## config.mk

```make
export PLATFORM = sky130hd
export DESIGN_NAME = ulk_guard
export DESIGN_NICKNAME = d
export VERILOG_FILES = /design/src/rtl/ulk_pkg.sv /design/src/rtl/ulk_match.sv /design/src/rtl/ulk_seq.sv /design/src/rtl/ulk_emit.sv /design/src/rtl/ulk_guard.sv
export SDC_FILE = /design/constraint.sdc
export NUM_CORES = 1
export LEC_CHECK = 0
export ABC_AREA = 0
export BUFFER_PORTS_ARGS = -buffer_cell sky130_fd_sc_hd__buf_2
export CAP_MARGIN = 40
export CORE_ASPECT_RATIO = 2
export CORE_MARGIN = 4
export CORE_UTILIZATION = 51
export DETAILED_ROUTE_END_ITERATION = 16
export GPL_TIMING_DRIVEN = 0
export HOLD_SLACK_MARGIN = 0.05
export PLACE_DENSITY_LB_ADDON = 0.3
export SLEW_MARGIN = 20
export SYNTH_ARGS = -nofsm -noshare
export SYNTH_HDL_FRONTEND = slang
export SYNTH_SLANG_ARGS = --single-unit
```

## constraint.sdc

```tcl
create_clock -name clk -period 1.95 [get_ports clk]
set_input_delay 0.39 -clock clk [delete_from_list [all_inputs] [get_ports clk]]
set_output_delay 0.39 -clock clk [all_outputs]
set_load 0.01 [all_outputs]
```

## src/rtl/ulk_pkg.sv

```systemverilog
package ulk_pkg;
  typedef enum logic [1:0] {
    ST_LOCKED = 2'd0,
    ST_GOT1   = 2'd1,
    ST_GOT2   = 2'd2,
    ST_OPEN   = 2'd3
  } ulk_state_e;

  typedef enum logic [1:0] {
    EV_NONE = 2'd0,
    EV_FWD  = 2'd1,
    EV_CMD  = 2'd2,
    EV_DROP = 2'd3
  } ulk_ev_e;
endpackage

```

## src/rtl/ulk_match.sv

```systemverilog
module ulk_match #(
  parameter int ADDR_W = 15,
  parameter int DATA_W = 8,
  parameter int N_CMD  = 3,
  parameter logic [N_CMD*ADDR_W-1:0] ADDR_SEQ = '0,
  parameter logic [N_CMD*DATA_W-1:0] DATA_SEQ = '0
) (
  input  logic [ADDR_W-1:0] addr,
  input  logic [DATA_W-1:0] data,
  output logic [N_CMD-1:0]  hit
);
  // one comparator per command byte of the pattern
  for (genvar i = 0; i < N_CMD; i++) begin : g_cmp
    localparam logic [ADDR_W-1:0] A_REF = ADDR_SEQ[i*ADDR_W +: ADDR_W];
    localparam logic [DATA_W-1:0] D_REF = DATA_SEQ[i*DATA_W +: DATA_W];
    assign hit[i] = (addr == A_REF) && (data == D_REF);
  end
endmodule

```

## src/rtl/ulk_seq.sv

```systemverilog
module ulk_seq
  import ulk_pkg::*;
#(
  parameter int N_CMD = 3
) (
  input  logic             clk,
  input  logic             rst_n,
  input  logic             req_valid,
  input  logic [N_CMD-1:0] hit,
  input  logic             expired,
  output ulk_state_e       state_q,
  output ulk_ev_e          ev_kind,
  output logic             ev_abort
);
  ulk_state_e state_d;
  ulk_state_e base;

  always_comb begin
    // an expiry is applied before a write of the same cycle
    base     = expired ? ST_LOCKED : state_q;
    ev_abort = expired && (state_q == ST_GOT1 || state_q == ST_GOT2);
    ev_kind  = EV_NONE;
    state_d  = base;
    if (req_valid) begin
      unique case (base)
        ST_LOCKED: begin
          if (hit[0]) begin
            state_d = ST_GOT1;
            ev_kind = EV_CMD;
          end else begin
            ev_kind = EV_DROP;
          end
        end
        ST_GOT1, ST_GOT2: begin
          if ((base == ST_GOT1 && hit[1]) || (base == ST_GOT2 && hit[2])) begin
            state_d = (base == ST_GOT1) ? ST_GOT2 : ST_OPEN;
            ev_kind = EV_CMD;
          end else if (hit[0]) begin
            state_d  = ST_GOT1;
            ev_kind  = EV_CMD;
            ev_abort = 1'b1;
          end else begin
            state_d  = ST_LOCKED;
            ev_kind  = EV_DROP;
            ev_abort = 1'b1;
          end
        end
        default: begin
          ev_kind = EV_FWD;
        end
      endcase
    end
  end

  always_ff @(posedge clk or negedge rst_n) begin
    if (!rst_n) state_q <= ST_LOCKED;
    else        state_q <= state_d;
  end
endmodule

```

## src/rtl/ulk_emit.sv

```systemverilog
module ulk_emit
  import ulk_pkg::*;
#(
  parameter int ADDR_W = 15,
  parameter int DATA_W = 8
) (
  input  logic              clk,
  input  logic              rst_n,
  input  logic              req_valid,
  input  logic [ADDR_W-1:0] req_addr,
  input  logic [DATA_W-1:0] req_data,
  input  ulk_ev_e           ev_kind,
  input  logic              ev_abort,
  output logic              fwd_valid,
  output logic [ADDR_W-1:0] fwd_addr,
  output logic [DATA_W-1:0] fwd_data,
  output logic              cmd_ack,
  output logic              wr_drop,
  output logic              seq_abort
);
  logic cap_en;
  assign cap_en = req_valid && (ev_kind == EV_FWD);

  always_ff @(posedge clk or negedge rst_n) begin
    if (!rst_n) begin
      fwd_valid <= 1'b0;
      cmd_ack   <= 1'b0;
      wr_drop   <= 1'b0;
      seq_abort <= 1'b0;
    end else begin
      fwd_valid <= (ev_kind == EV_FWD);
      cmd_ack   <= (ev_kind == EV_CMD);
      wr_drop   <= (ev_kind == EV_DROP);
      seq_abort <= ev_abort;
    end
  end

  // payload register, clock-enabled on forwarded writes only
  always_ff @(posedge clk or negedge rst_n) begin
    if (!rst_n) begin
      fwd_addr <= '0;
      fwd_data <= '0;
    end else if (cap_en) begin
      fwd_addr <= req_addr;
      fwd_data <= req_data;
    end
  end
endmodule

```

## src/rtl/ulk_guard.sv

```systemverilog
module ulk_guard
  import ulk_pkg::*;
#(
  parameter int ADDR_W = 15,
  parameter int DATA_W = 8,
  parameter logic [ADDR_W-1:0] CMD0_ADDR = 15'h5555,
  parameter logic [DATA_W-1:0] CMD0_DATA = 8'hAA,
  parameter logic [ADDR_W-1:0] CMD1_ADDR = 15'h2AAA,
  parameter logic [DATA_W-1:0] CMD1_DATA = 8'h55,
  parameter logic [ADDR_W-1:0] CMD2_ADDR = 15'h5555,
  parameter logic [DATA_W-1:0] CMD2_DATA = 8'hA0
) (
  input  logic              clk,
  input  logic              rst_n,
  input  logic              req_valid,
  input  logic [ADDR_W-1:0] req_addr,
  input  logic [DATA_W-1:0] req_data,
  input  logic              blw_expired,
  output logic              fwd_valid,
  output logic [ADDR_W-1:0] fwd_addr,
  output logic [DATA_W-1:0] fwd_data,
  output logic              cmd_ack,
  output logic              wr_drop,
  output logic              seq_abort,
  output logic [1:0]        stage,
  output logic              unlocked
);
  localparam int N_CMD = 3;
  localparam logic [N_CMD*ADDR_W-1:0] ADDR_SEQ = {CMD2_ADDR, CMD1_ADDR, CMD0_ADDR};
  localparam logic [N_CMD*DATA_W-1:0] DATA_SEQ = {CMD2_DATA, CMD1_DATA, CMD0_DATA};

  // reset asserts at once, releases on the clock
  logic [1:0] rst_sync;
  logic       rst_int_n;
  always_ff @(posedge clk or negedge rst_n) begin
    if (!rst_n) rst_sync <= 2'b00;
    else        rst_sync <= {rst_sync[0], 1'b1};
  end
  assign rst_int_n = rst_sync[1];

  logic [N_CMD-1:0] hit;
  ulk_state_e       state_q;
  ulk_ev_e          ev_kind;
  logic             ev_abort;

  ulk_match #(
    .ADDR_W(ADDR_W), .DATA_W(DATA_W), .N_CMD(N_CMD),
    .ADDR_SEQ(ADDR_SEQ), .DATA_SEQ(DATA_SEQ)
  ) u_match (
    .addr(req_addr), .data(req_data), .hit(hit)
  );

  ulk_seq #(.N_CMD(N_CMD)) u_seq (
    .clk(clk), .rst_n(rst_int_n), .req_valid(req_valid), .hit(hit),
    .expired(blw_expired), .state_q(state_q), .ev_kind(ev_kind),
    .ev_abort(ev_abort)
  );

  ulk_emit #(.ADDR_W(ADDR_W), .DATA_W(DATA_W)) u_emit (
    .clk(clk), .rst_n(rst_int_n), .req_valid(req_valid),
    .req_addr(req_addr), .req_data(req_data), .ev_kind(ev_kind),
    .ev_abort(ev_abort), .fwd_valid(fwd_valid), .fwd_addr(fwd_addr),
    .fwd_data(fwd_data), .cmd_ack(cmd_ack), .wr_drop(wr_drop),
    .seq_abort(seq_abort)
  );

  assign stage    = state_q;
  assign unlocked = (state_q == ST_OPEN);
endmodule

```

==> implementation parameters, run 1 <==
Parameter                              Value

Critical path
  Type of element capturing the critical path    flop
  Worst r2r path cells    8
  Peak fanout along the critical path    3
  Register-to-register path setup slack    50 ps
  Data arrival time of the critical path    2100 ps
  Crit path kind    flop to flop
  Worst setup startpoint    u_seq.state_q[0]
  Worst Setup Start Kind    flop
  R2R Path End    u_seq.state_q[0]
  Data required time at the worst endpoint    2150 ps
  Termination of the worst setup path    u_seq.state_q[0]
  Worst reg2reg startpoint    u_seq.state_q[0]

Routing
  Initial DRC count    12
  First-pass DRT Iterations    3
  Via-per-instance ratio    5.495
  Remaining antenna violation count after routing    0
  Via total after detailed routing    1099
  Count of unresolved DRC violations after routing    0
  Routed length per instance    16.22 µm
  Wire length after detailed routing    3244 µm

Floorplan
  Initial Utilization    0.5361
  Number of placed I/O pins    57
  Number of rows in the core area    26
  Die span in y    81.97 µm
  DIE AREA    3687 µm²
  Floorplan core area    2603 µm²
  Die Wd    44.98 µm

Logic synthesis
  Flip-flop and latch count after synthesis    31
  Net count after synthesis    134
  Number of warnings issued by yosys    0
  Post-synthesis instance area    1395 µm²
  Leading register cell type out of synthesis    dfrtp_1
  Library cells used by synthesis    28
  Synthesized instance count    102
  Count of flip-flops with a built-in enable after synthesis    0
  Proportion of register bits with asynchronous set or reset after synthesis    1.000
  Post-synthesis sequential area ratio    0.5561
  Mean instance size in the synthesized netlist    13.68 µm²

Global routing
  Total congestion overflow after global routing    0
  Tot GR Track Use    0.1868
  Vias in the first global route    1141
  Initial antenna violation count    0
  First-pass GRT wire length    5002 µm
  Pin count of the biggest net entering global routing    30

Place
  Number of cells in the design after placement    186
  Estimated wirelength of the detail-placed design    2460 µm
  Placed inst area    1714 µm²
  IO buf count    56
  Placer congestion estimate    0.7589

Clock tree
  Clk_lat worst skew    280 ps
  Clk root buf    clkbuf_8
  H-tree lvl count    2
  Clock tree buffer depth    2
  Clock slew at the register clock pins of the worst setup and hold paths    70 ps
  TritonCTS buffer count    5
  Sinks on the clock net    31
  CTS tree    done

Job
  Number of maximum-capacitance constraint violations    0

Cells and area
  Filler Cells Inserted    192
  Final Non-Filler Cells    200
  Count of inserted antenna diode cells    0
  Area added between synthesis and finish    36.68%
  Final cell area excluding filler cells    1907 µm²
  Share of post-route cells with drive strength above 1    0.5988
  Final Net Count    203
  Utilization of the core after routing    0.7327

Timing
  Final hold violation count    0
  Slew headroom    0.5848
  RSZ-0062 raised after global routing    no
  Worst Tran Pin Value    622.8 ps
  Worst-case clock skew    9.093 ps
  Period Utilization, post-route    0.9746
  Final Max Slew Viols    0
  Finish-stage setup viols    0
  Fmax    526.2 MHz
  Minimum clock period after layout    1900 ps

Power and ir drop
  Static leakage    1.084 nW
  Power density cells    636.1 nW/µm²
  Maximum resistive drop on vdd    0.6552 mV

Min path
  Tightest Hold Check Type    flop to async pin

Run status
  Result of the run    complete, no violations
==> synthesized netlist by cell type, drive strengths merged (2+ instances only) <==
library cell	number	area (µm²)
dfrtp	31	775.7
mux2	23	259.0
ha	5	62.56
inv	5	18.77
nor4bb	4	40.04
nand2	3	11.26
nand2b	3	18.77
nand4	3	18.77
nor3b	3	22.52
and4b	2	20.02
clkbuf	2	7.510
nor2	2	7.510
nor4b	2	23.77
==> state kept, by name, summed over array words and instances (netlist names) <==
| register | flops |
|---|---|
| u_emit.fwd_addr | 15 |
| u_emit.fwd_data | 8 |
| rst_sync | 2 |
| u_seq.state_q | 2 |
| u_emit.cmd_ack | 1 |
| u_emit.fwd_valid | 1 |
| u_emit.seq_abort | 1 |
| u_emit.wr_drop | 1 |
==> layout make-up <==
class / instances / area (µm²) / area share
clock buffers: 5 / 68.82 / 0.03609
multi-input cells: 64 / 649.4 / 0.3406
clock inverters: 3 / 20.02 / 0.01050
repair buffers: 62 / 327.8 / 0.1719
well taps: 28 / 35.03 / 0.01837
plain buffers: 2 / 10.01 / 0.005249
flip-flops and latches: 31 / 777.0 / 0.4075
inverters: 5 / 18.77 / 0.009843
==> placed cells by master (no fill, tap or decap), drive strengths merged <==
cell         count
nand3b           1
clkinv           1
nor4bb           4
or3b             1
and4bb           1
nand2            3
dfrtp           31
nor3             1
buf             62
inv              5
a21oi            1
mux2            23
nand2b           3
clkinvlp         2
nor3b            3
o22ai            1
nor4b            2
ha               5
a32oi            1
nor2b            1
nand4            3
o32ai            1
conb             1
and4b            2
o21ai            1
o21bai           1
a22o             1
nor2             2
clkbuf           6
dlygate4sd3      1
a21o             1
==> critical path: stages (launching register included) <==
cell and delay (ps):
dfrtp_1 380, nor2b_4 140, buf_4 140, inv_2 60, ha_1 160, nand2_2 60, o32ai_4 290, or3b_1 370
a32oi_1 220
==> metrics by stage <==
step	total power [mW]	TNS [ps]	worst slack [ps]	hold slack (ps)
2_1_floorplan	0.6804	0	47.69	94.41
3_3_place_gp	0.7253	-2568	-191.8	174.1
3_5_place_dp	0.7267	-3654	-262.4	175.0
4_1_cts	1.222	-72.09	-72.09	314.8
5_1_grt	1.263	0	13.81	347.7
6_report	1.213	0	49.52	289.4
==> power breakdown <==
group	switching (mW)	internal (mW)
sequential	0.0115	0.646
clock	0.246	0.248
combinational	0.0307	0.0311
==> repair_timing <==
item,in CTS,in global routing
setup endpoints to repair,20,4
gates resized for setup,5,7
pin swaps,2,5
hold buffers,1,0
endpoints found under the hold margin,2,0
buffers inserted,2,3
==> cell families after synthesis <==
logic type	after synthesis	share of synthesized area
AND/OR/NAND/NOR	27	0.1453
AO/OA/AOI/OAI	8	0.04664
other	1	0.002688
multiplexers	23	0.1857
buffers and inverters	7	0.01884
adder cells (fa/ha/maj)	5	0.04484
flip-flops	31	0.5561
==> how the worst min path moves through the flow <==
stage	slack [ps]	startpoint	cells after the start	endpoint
finish	290	rst_sync[1]	0	u_emit.fwd_data[2]
detailed placement	180	rst_n	1	rst_sync[0]
floorplan	90	rst_n	0	rst_sync[0]
CTS	310	rst_sync[1]	0	u_emit.fwd_addr[1]
global placement	170	rst_n	1	rst_sync[0]
global route	350	rst_sync[1]	0	u_emit.fwd_data[4]
==> per-layer routing <==
layer / global-route usage / wire length, µm
met1: 0.1906 / 1095
met2: 0.3480 / 1910
met3: 0.03509 / 176
met4: 0.08211 / 61
met5: 0 / 0
No activity file was read; power rests on OpenSTA's default activity.
==> run 2, diff against run 1 <==
--- a/config.mk
+++ b/config.mk
@@ -13,7 +13,7 @@
 export CORE_UTILIZATION = 51
 export DETAILED_ROUTE_END_ITERATION = 16
 export GPL_TIMING_DRIVEN = 0
-export HOLD_SLACK_MARGIN = 0.05
+export MAX_ROUTING_LAYER = met4
 export PLACE_DENSITY_LB_ADDON = 0.3
 export SLEW_MARGIN = 20
 export SYNTH_ARGS = -nofsm -noshare
==> implementation parameters, run 2 (same netlist as run 1, synthesis figures left out) <==
Parameter                              Value

Run status
  Result of the run    complete, no violations

Routing
  Routed length per instance    16.23 µm
  Initial DRC count    20
  First-pass DRT Iterations    3
  Remaining antenna violation count after routing    0
  Wire length after detailed routing    3246 µm
  Count of unresolved DRC violations after routing    0
  Via total after detailed routing    1094
  Via-per-instance ratio    5.470

Cells and area
  Utilization of the core after routing    0.7327
  Most frequent standard cell in the layout excluding fill and tap cells    buf_2
  Final Net Count    203
  Largest register by flop count    u_emit.fwd_addr
  Commonest non-fill, non-tap cells in the layout    buf_2 (57), dfrtp_1 (30), mux2_2 (23)
  Count of inserted antenna diode cells    0
  Filler Cells Inserted    192
  Final cell area excluding filler cells    1907 µm²
  Share of post-route cells with drive strength above 1    0.5988
  Total area of multi-input combinational cells    649.4 µm²
  Sequential standard cell area    777.0 µm²
  Area added between synthesis and finish    36.68%
  Number of flip-flops under the largest register name    15
  Registers with the most flip-flops    u_emit.fwd_addr x15, u_emit.fwd_data x8

Power and ir drop
  Clock power share    0.407
  Switching power total    0.2881 mW
  Post-layout power    1.213 mW
  Maximum resistive drop on vdd    0.6569 mV
  Net Sw Frac    0.2375
  Static leakage    1.084 nW
  Combinational group share of total power    0.051
  Internal power of the cells    0.9249 mW
  Relative contribution of sequential cells to total power    0.542
  Power density cells    636.2 nW/µm²

Floorplan
  Floorplan core area    2603 µm²
  Die span in y    81.97 µm
  Number of rows in the core area    26
  DIE AREA    3687 µm²
  Die Wd    44.98 µm
  Initial Utilization    0.5361
  Number of placed I/O pins    57

Critical path
  Type of element capturing the critical path    flop
  Data arrival time of the critical path    2100 ps
  Worst Setup Start Kind    flop
  Peak fanout along the critical path    3
  Crit path kind    flop to flop
  Data required time at the worst endpoint    2150 ps
  Maximum cell stage delay along the critical path    380 ps
  CP cell instances    nor2b_4, buf_4, inv_2, ha_1, nand2_2, o32ai_4, or3b_1, a32oi_1
  Slowest cell on the critical path    dfrtp_1

Clock tree
  H-tree lvl count    2
  Clock slew at the register clock pins of the worst setup and hold paths    70 ps
  Clk root buf    clkbuf_8
  Clk_lat worst skew    280 ps
  Clock tree buffer depth    2
  TritonCTS buffer count    5
  Sinks on the clock net    31
  CTS tree    done

Global routing
  Total congestion overflow after global routing    0
  Tot GR Track Use    0.1924
  Initial antenna violation count    0
  Vias in the first global route    1133
  First-pass GRT wire length    5002 µm
  Pin count of the biggest net entering global routing    30

Timing
  Period Utilization, post-route    0.9746
  Fmax    526.2 MHz
  Worst hold slack    288.1 ps
  Final hold violation count    0
  Minimum clock period after layout    1900 ps
  RSZ-0062 raised after global routing    no
  Worst-case clock skew    9.372 ps
  Finish-stage setup viols    0
  Slew headroom    0.5865
  Worst Tran Pin Value    620.3 ps
  Final Max Slew Viols    0

Job
  Number of maximum-capacitance constraint violations    0

Place
  Placed inst area    1714 µm²
  IO buf count    56
  Placer congestion estimate    0.7688
  Estimated wirelength of the detail-placed design    2460 µm

Min path
  Tightest Hold Check Type    flop to async pin
-- run 2: layout make-up --
class / count / share of cell area
inverter: 5 / 0.009843
tap: 28 / 0.01837
buffer: 2 / 0.005249
clock inverter: 3 / 0.01050
multi-input combinational: 64 / 0.3406
clock buffer: 5 / 0.03609
sequential: 31 / 0.4075
timing repair buffer: 62 / 0.1719
-- run 2: final timing paths --
| kind | startpoint | endpoint | slack, ps | cells after the start |
|---|---|---|---|---|
| max in group asynchronous | rst_sync[1] | u_emit.fwd_addr[4] | 1250 | 0 |
| setup reg to reg | u_seq.state_q[0] | u_seq.state_q[0] | 50 | 8 |
| hold / removal | rst_sync[1] | u_emit.fwd_data[0] | 290 | 0 |
| hold reg to reg | rst_sync[1] | u_emit.fwd_data[0] | 290 | 0 |
| min in group clk | rst_sync[0] | rst_sync[1] | 360 | 0 |
| setup / recovery | u_seq.state_q[0] | u_seq.state_q[0] | 50 | 8 |
-- run 2: power groups by stage --
stage	sequential [mW]	clock [mW]	combinational, mW
global route	0.660	0.535	0.0689
floorplan	0.668	0	0.0126
CTS	0.658	0.504	0.0593
finish	0.657	0.494	0.0619
global placement	0.670	0	0.0551
detailed placement	0.671	0	0.0562
-- run 2: metrics by stage --
| stage | worst slack (ps) | instances | TNS, ps |
|---|---|---|---|
| 5_1_grt | 13.81 | 200 | 0 |
| 4_1_cts | -72.09 | 197 | -72.09 |
| 2_1_floorplan | 47.69 | 102 | 0 |
| 3_3_place_gp | -191.8 | 186 | -2568 |
| 6_report | 49.53 | 200 | 0 |
| 3_5_place_dp | -262.4 | 186 | -3654 |
-- run 2: what timing repair did --
action	4_1_cts	5_1_grt
gates resized for setup	5	7
setup buffers	2	3
pin swaps	2	5
endpoints found under the setup margin	20	4
hold buffers	1	0
gates cloned	0	0
hold endpoints to repair	2	0
-- run 2: routing by layer --
layer | vias up | global-route usage | share of wire | routed length [µm]
met5 | - | - | 0 | 0
met4 | 0 | 0.08211 | 0.019 | 61
met3 | 6 | 0.03509 | 0.055 | 177
met2 | 39 | 0.3438 | 0.59 | 1908
met1 | 541 | 0.1963 | 0.34 | 1099
li1 | 508 | - | - | -
-- run 2: critical path: cells and delay by family (launching register included) --
| kind | cells | cell delay [ps] |
|---|---|---|
| AND/OR/NAND/NOR | 3 | 570 |
| AO/OA/AOI/OAI | 2 | 510 |
| flip-flops | 1 | 380 |
| buffers and inverters | 2 | 200 |
| adder cells (fa/ha/maj) | 1 | 160 |
==> run 3, diff against run 2 <==
--- a/config.mk
+++ b/config.mk
@@ -5,12 +5,13 @@
 export SDC_FILE = /design/constraint.sdc
 export NUM_CORES = 1
 export LEC_CHECK = 0
-export ABC_AREA = 0
-export BUFFER_PORTS_ARGS = -buffer_cell sky130_fd_sc_hd__buf_2
+export ABC_AREA = 1
+export BUFFER_PORTS_ARGS = -buffer_cell sky130_fd_sc_hd__buf_4
 export CAP_MARGIN = 40
 export CORE_ASPECT_RATIO = 2
 export CORE_MARGIN = 4
-export CORE_UTILIZATION = 51
+export CORE_UTILIZATION = 52
+export CTS_CLUSTER_SIZE = 40
 export DETAILED_ROUTE_END_ITERATION = 16
 export GPL_TIMING_DRIVEN = 0
 export MAX_ROUTING_LAYER = met4
==> implementation parameters, run 3 <==
Parameter                              Value

Timing
  Worst-case clock skew    3.472 ps
  RSZ-0062 raised after global routing    no
  Worst Tran Pin Value    565.4 ps
  Finish-stage setup viols    0
  Slew headroom    0.6231
  Minimum clock period after layout    1735 ps
  Final Max Slew Viols    0
  Period Utilization, post-route    0.8898
  Fmax    576.3 MHz
  Final hold violation count    0
  Setup TNS Final    0 ps

Logic synthesis
  Share of Yosys cell area claimed by the top area cell type    0.5141
  Most used standard cell by instance count after synthesis    nand2_1
  Synthesized instance count    194
  Post-synthesis instance area    1509 µm²
  Leading cell types by total area after synthesis    dfrtp_1 (51%), nand2_1 (19%), nor2_1 (6.0%)
  Cell accounting for the most synthesized area    dfrtp_1
  Flip-flop and latch count after synthesis    31
  Post-synthesis sequential area ratio    0.5141
  Library cells used by synthesis    19
  Number of warnings issued by yosys    0
  Proportion of register bits with asynchronous set or reset after synthesis    1.000
  Count of flip-flops with a built-in enable after synthesis    0
  Most frequent cells after synthesis    nand2_1 (76), dfrtp_1 (31), nor2_1 (24)
  Net count after synthesis    226
  Mean instance size in the synthesized netlist    7.778 µm²
  Leading register cell type out of synthesis    dfrtp_1

Global routing
  Pin count of the biggest net entering global routing    19
  Total congestion overflow after global routing    0
  Tot GR Track Use    0.2205
  Initial antenna violation count    0
  First-pass GRT wire length    6141 µm
  Vias in the first global route    1497

Clock tree
  Clk root buf    clkbuf_8
  TritonCTS buffer count    5
  Sinks on the clock net    31
  CTS tree    done
  Clock slew at the register clock pins of the worst setup and hold paths    60 ps
  H-tree lvl count    2
  Clock tree buffer depth    2
  Clk_lat worst skew    280 ps
  Setup Fix Bufs, Post-CTS    0
  Post-CTS Resized    0

Power and ir drop
  Maximum resistive drop on vdd    0.5478 mV
  Power density cells    584.3 nW/µm²
  Static leakage    1.244 nW

Routing
  Initial DRC count    18
  Remaining antenna violation count after routing    0
  Detailed-routed wire length on met2    2128 µm
  Met3 Routed Length    200 µm
  Wire length after detailed routing    3655 µm
  Routed length per instance    12.65 µm
  Count of unresolved DRC violations after routing    0
  Via total after detailed routing    1415
  DR top layer    met4
  First-pass DRT Iterations    4
  Via-per-instance ratio    4.896
  M1 wire length    1229 µm

Place
  Placed inst area    1993 µm²
  IO buf count    56
  Estimated wirelength of the detail-placed design    3041 µm
  Placer congestion estimate    0.8160

Floorplan
  Number of rows in the core area    27
  Die span in y    84.18 µm
  Die Wd    46.09 µm
  DIE AREA    3880 µm²
  Initial Utilization    0.5447
  Number of placed I/O pins    57
  Floorplan core area    2770 µm²

Critical path
  Worst Setup Start Kind    flop
  WP buf/inv    2
  Crit path kind    flop to flop
  Data required time at the worst endpoint    2170 ps
  CP cell instances    nand2_1, inv_1, ha_1, nand2_1, clkbuf_1, nand2_1, nand2_1
  Peak fanout along the critical path    10
  Most numerous cell on the critical path    nand2_1
  Type of element capturing the critical path    flop
  Data arrival time of the critical path    1950 ps
  Register-to-register path setup slack    210 ps
  Slowest cell on the critical path    dfrtp_1
  Maximum cell stage delay along the critical path    400 ps
  Crit path max-delay family    simple AND/OR/NAND/NOR gates

Cells and area
  Registers with the most flip-flops    u_emit.fwd_addr x15, u_emit.fwd_data x8
  Final Net Count    291
  Final cell area excluding filler cells    2085 µm²
  Count of inserted antenna diode cells    0
  Largest register by flop count    u_emit.fwd_addr
  Utilization of the core after routing    0.7525
  Share of post-route cells with drive strength above 1    0.2962
  Commonest non-fill, non-tap cells in the layout    nand2_1 (76), buf_4 (56), dfrtp_1 (31)
  Area added between synthesis and finish    38.14%
  Most frequent standard cell in the layout excluding fill and tap cells    nand2_1
  Number of flip-flops under the largest register name    15

Min path
  Tightest Hold Check Type    flop to async pin

Run status
  Result of the run    complete, no violations

Job
  Number of maximum-capacitance constraint violations    0
==> run 3: worst reg2reg max path, delay by kind of cell, from the launching register on <==
family | cells | cell delay (ps)
buffers and inverters | 2 | 450
AND/OR/NAND/NOR | 4 | 570
flip-flops | 1 | 400
adder cells (fa/ha/maj) | 1 | 230
==> run 3: layer usage <==
layer  track usage  vias to the layer above
li1              -                      707
met1        0.2070                      662
met2        0.3932                       39
met3       0.04292                        7
met4        0.1036                        0
met5             -                        -
==> run 3: cells by family after synthesis <==
| kind of cell | synth area share |
|---|---|
| AOI/OAI and AO/OA | 0.05804 |
| adders and majority gates | 0.04146 |
| buffers and inverters | 0.07462 |
| DFF | 0.5141 |
| other | 0.002485 |
| and+or+nand+nor | 0.3093 |
==> run 3: worst paths after layout <==
kind | startpoint | to | cells after the start
setup / recovery | u_seq.state_q[0] | u_emit.fwd_addr[2] | 7
hold / removal | rst_sync[1] | u_emit.fwd_data[3] | 0
setup reg to reg | u_seq.state_q[0] | u_emit.fwd_addr[2] | 7
hold reg to reg | rst_sync[1] | u_emit.fwd_data[3] | 0
max in group asynchronous | rst_sync[1] | u_emit.wr_drop | 1
min in group clk | req_data[1] | u_emit.fwd_data[1] | 3
==> run 3: stage by stage <==
stage | setup slack [ps] | hold slack (ps) | total power, mW | cells
2_1_floorplan | 457.9 | 94.41 | 0.6956 | 194
4_1_cts | 198.7 | 239.5 | 1.233 | 289
5_1_grt | 43.92 | 280.3 | 1.276 | 289
3_3_place_gp | 120.2 | 172.3 | 0.7562 | 279
6_report | 214.9 | 229.6 | 1.218 | 289
3_5_place_dp | 106.6 | 173.6 | 0.7653 | 280
==> run 3: power breakdown <==
group,internal [mW],switching (mW),leakage (nW),total (mW)
Clock,0.250,0.214,0.0422,0.464
Sequential,0.647,0.00600,0.426,0.653
Combinational,0.0522,0.0497,0.776,0.102
==> run 3: cell type report <==
class | instances | area [µm²]
Timing Repair Buffer | 58 | 457.9
Inverter | 25 | 93.84
Buffer | 4 | 18.77
Tap cell | 29 | 36.28
Clock buffer | 7 | 76.32
Clock inverter | 1 | 5.005
Multi-Input combinational cell | 134 | 620.6
Sequential cell | 31 | 775.7
Fill cell | 229 | 685.7
==> run 3: timing repair <==
| action | 4_1_cts | 5_1_grt |
|---|---|---|
| endpoints found under the setup margin | 0 | 0 |
| hold buffers | 1 | 0 |
| hold endpoints to repair | 2 | 0 |
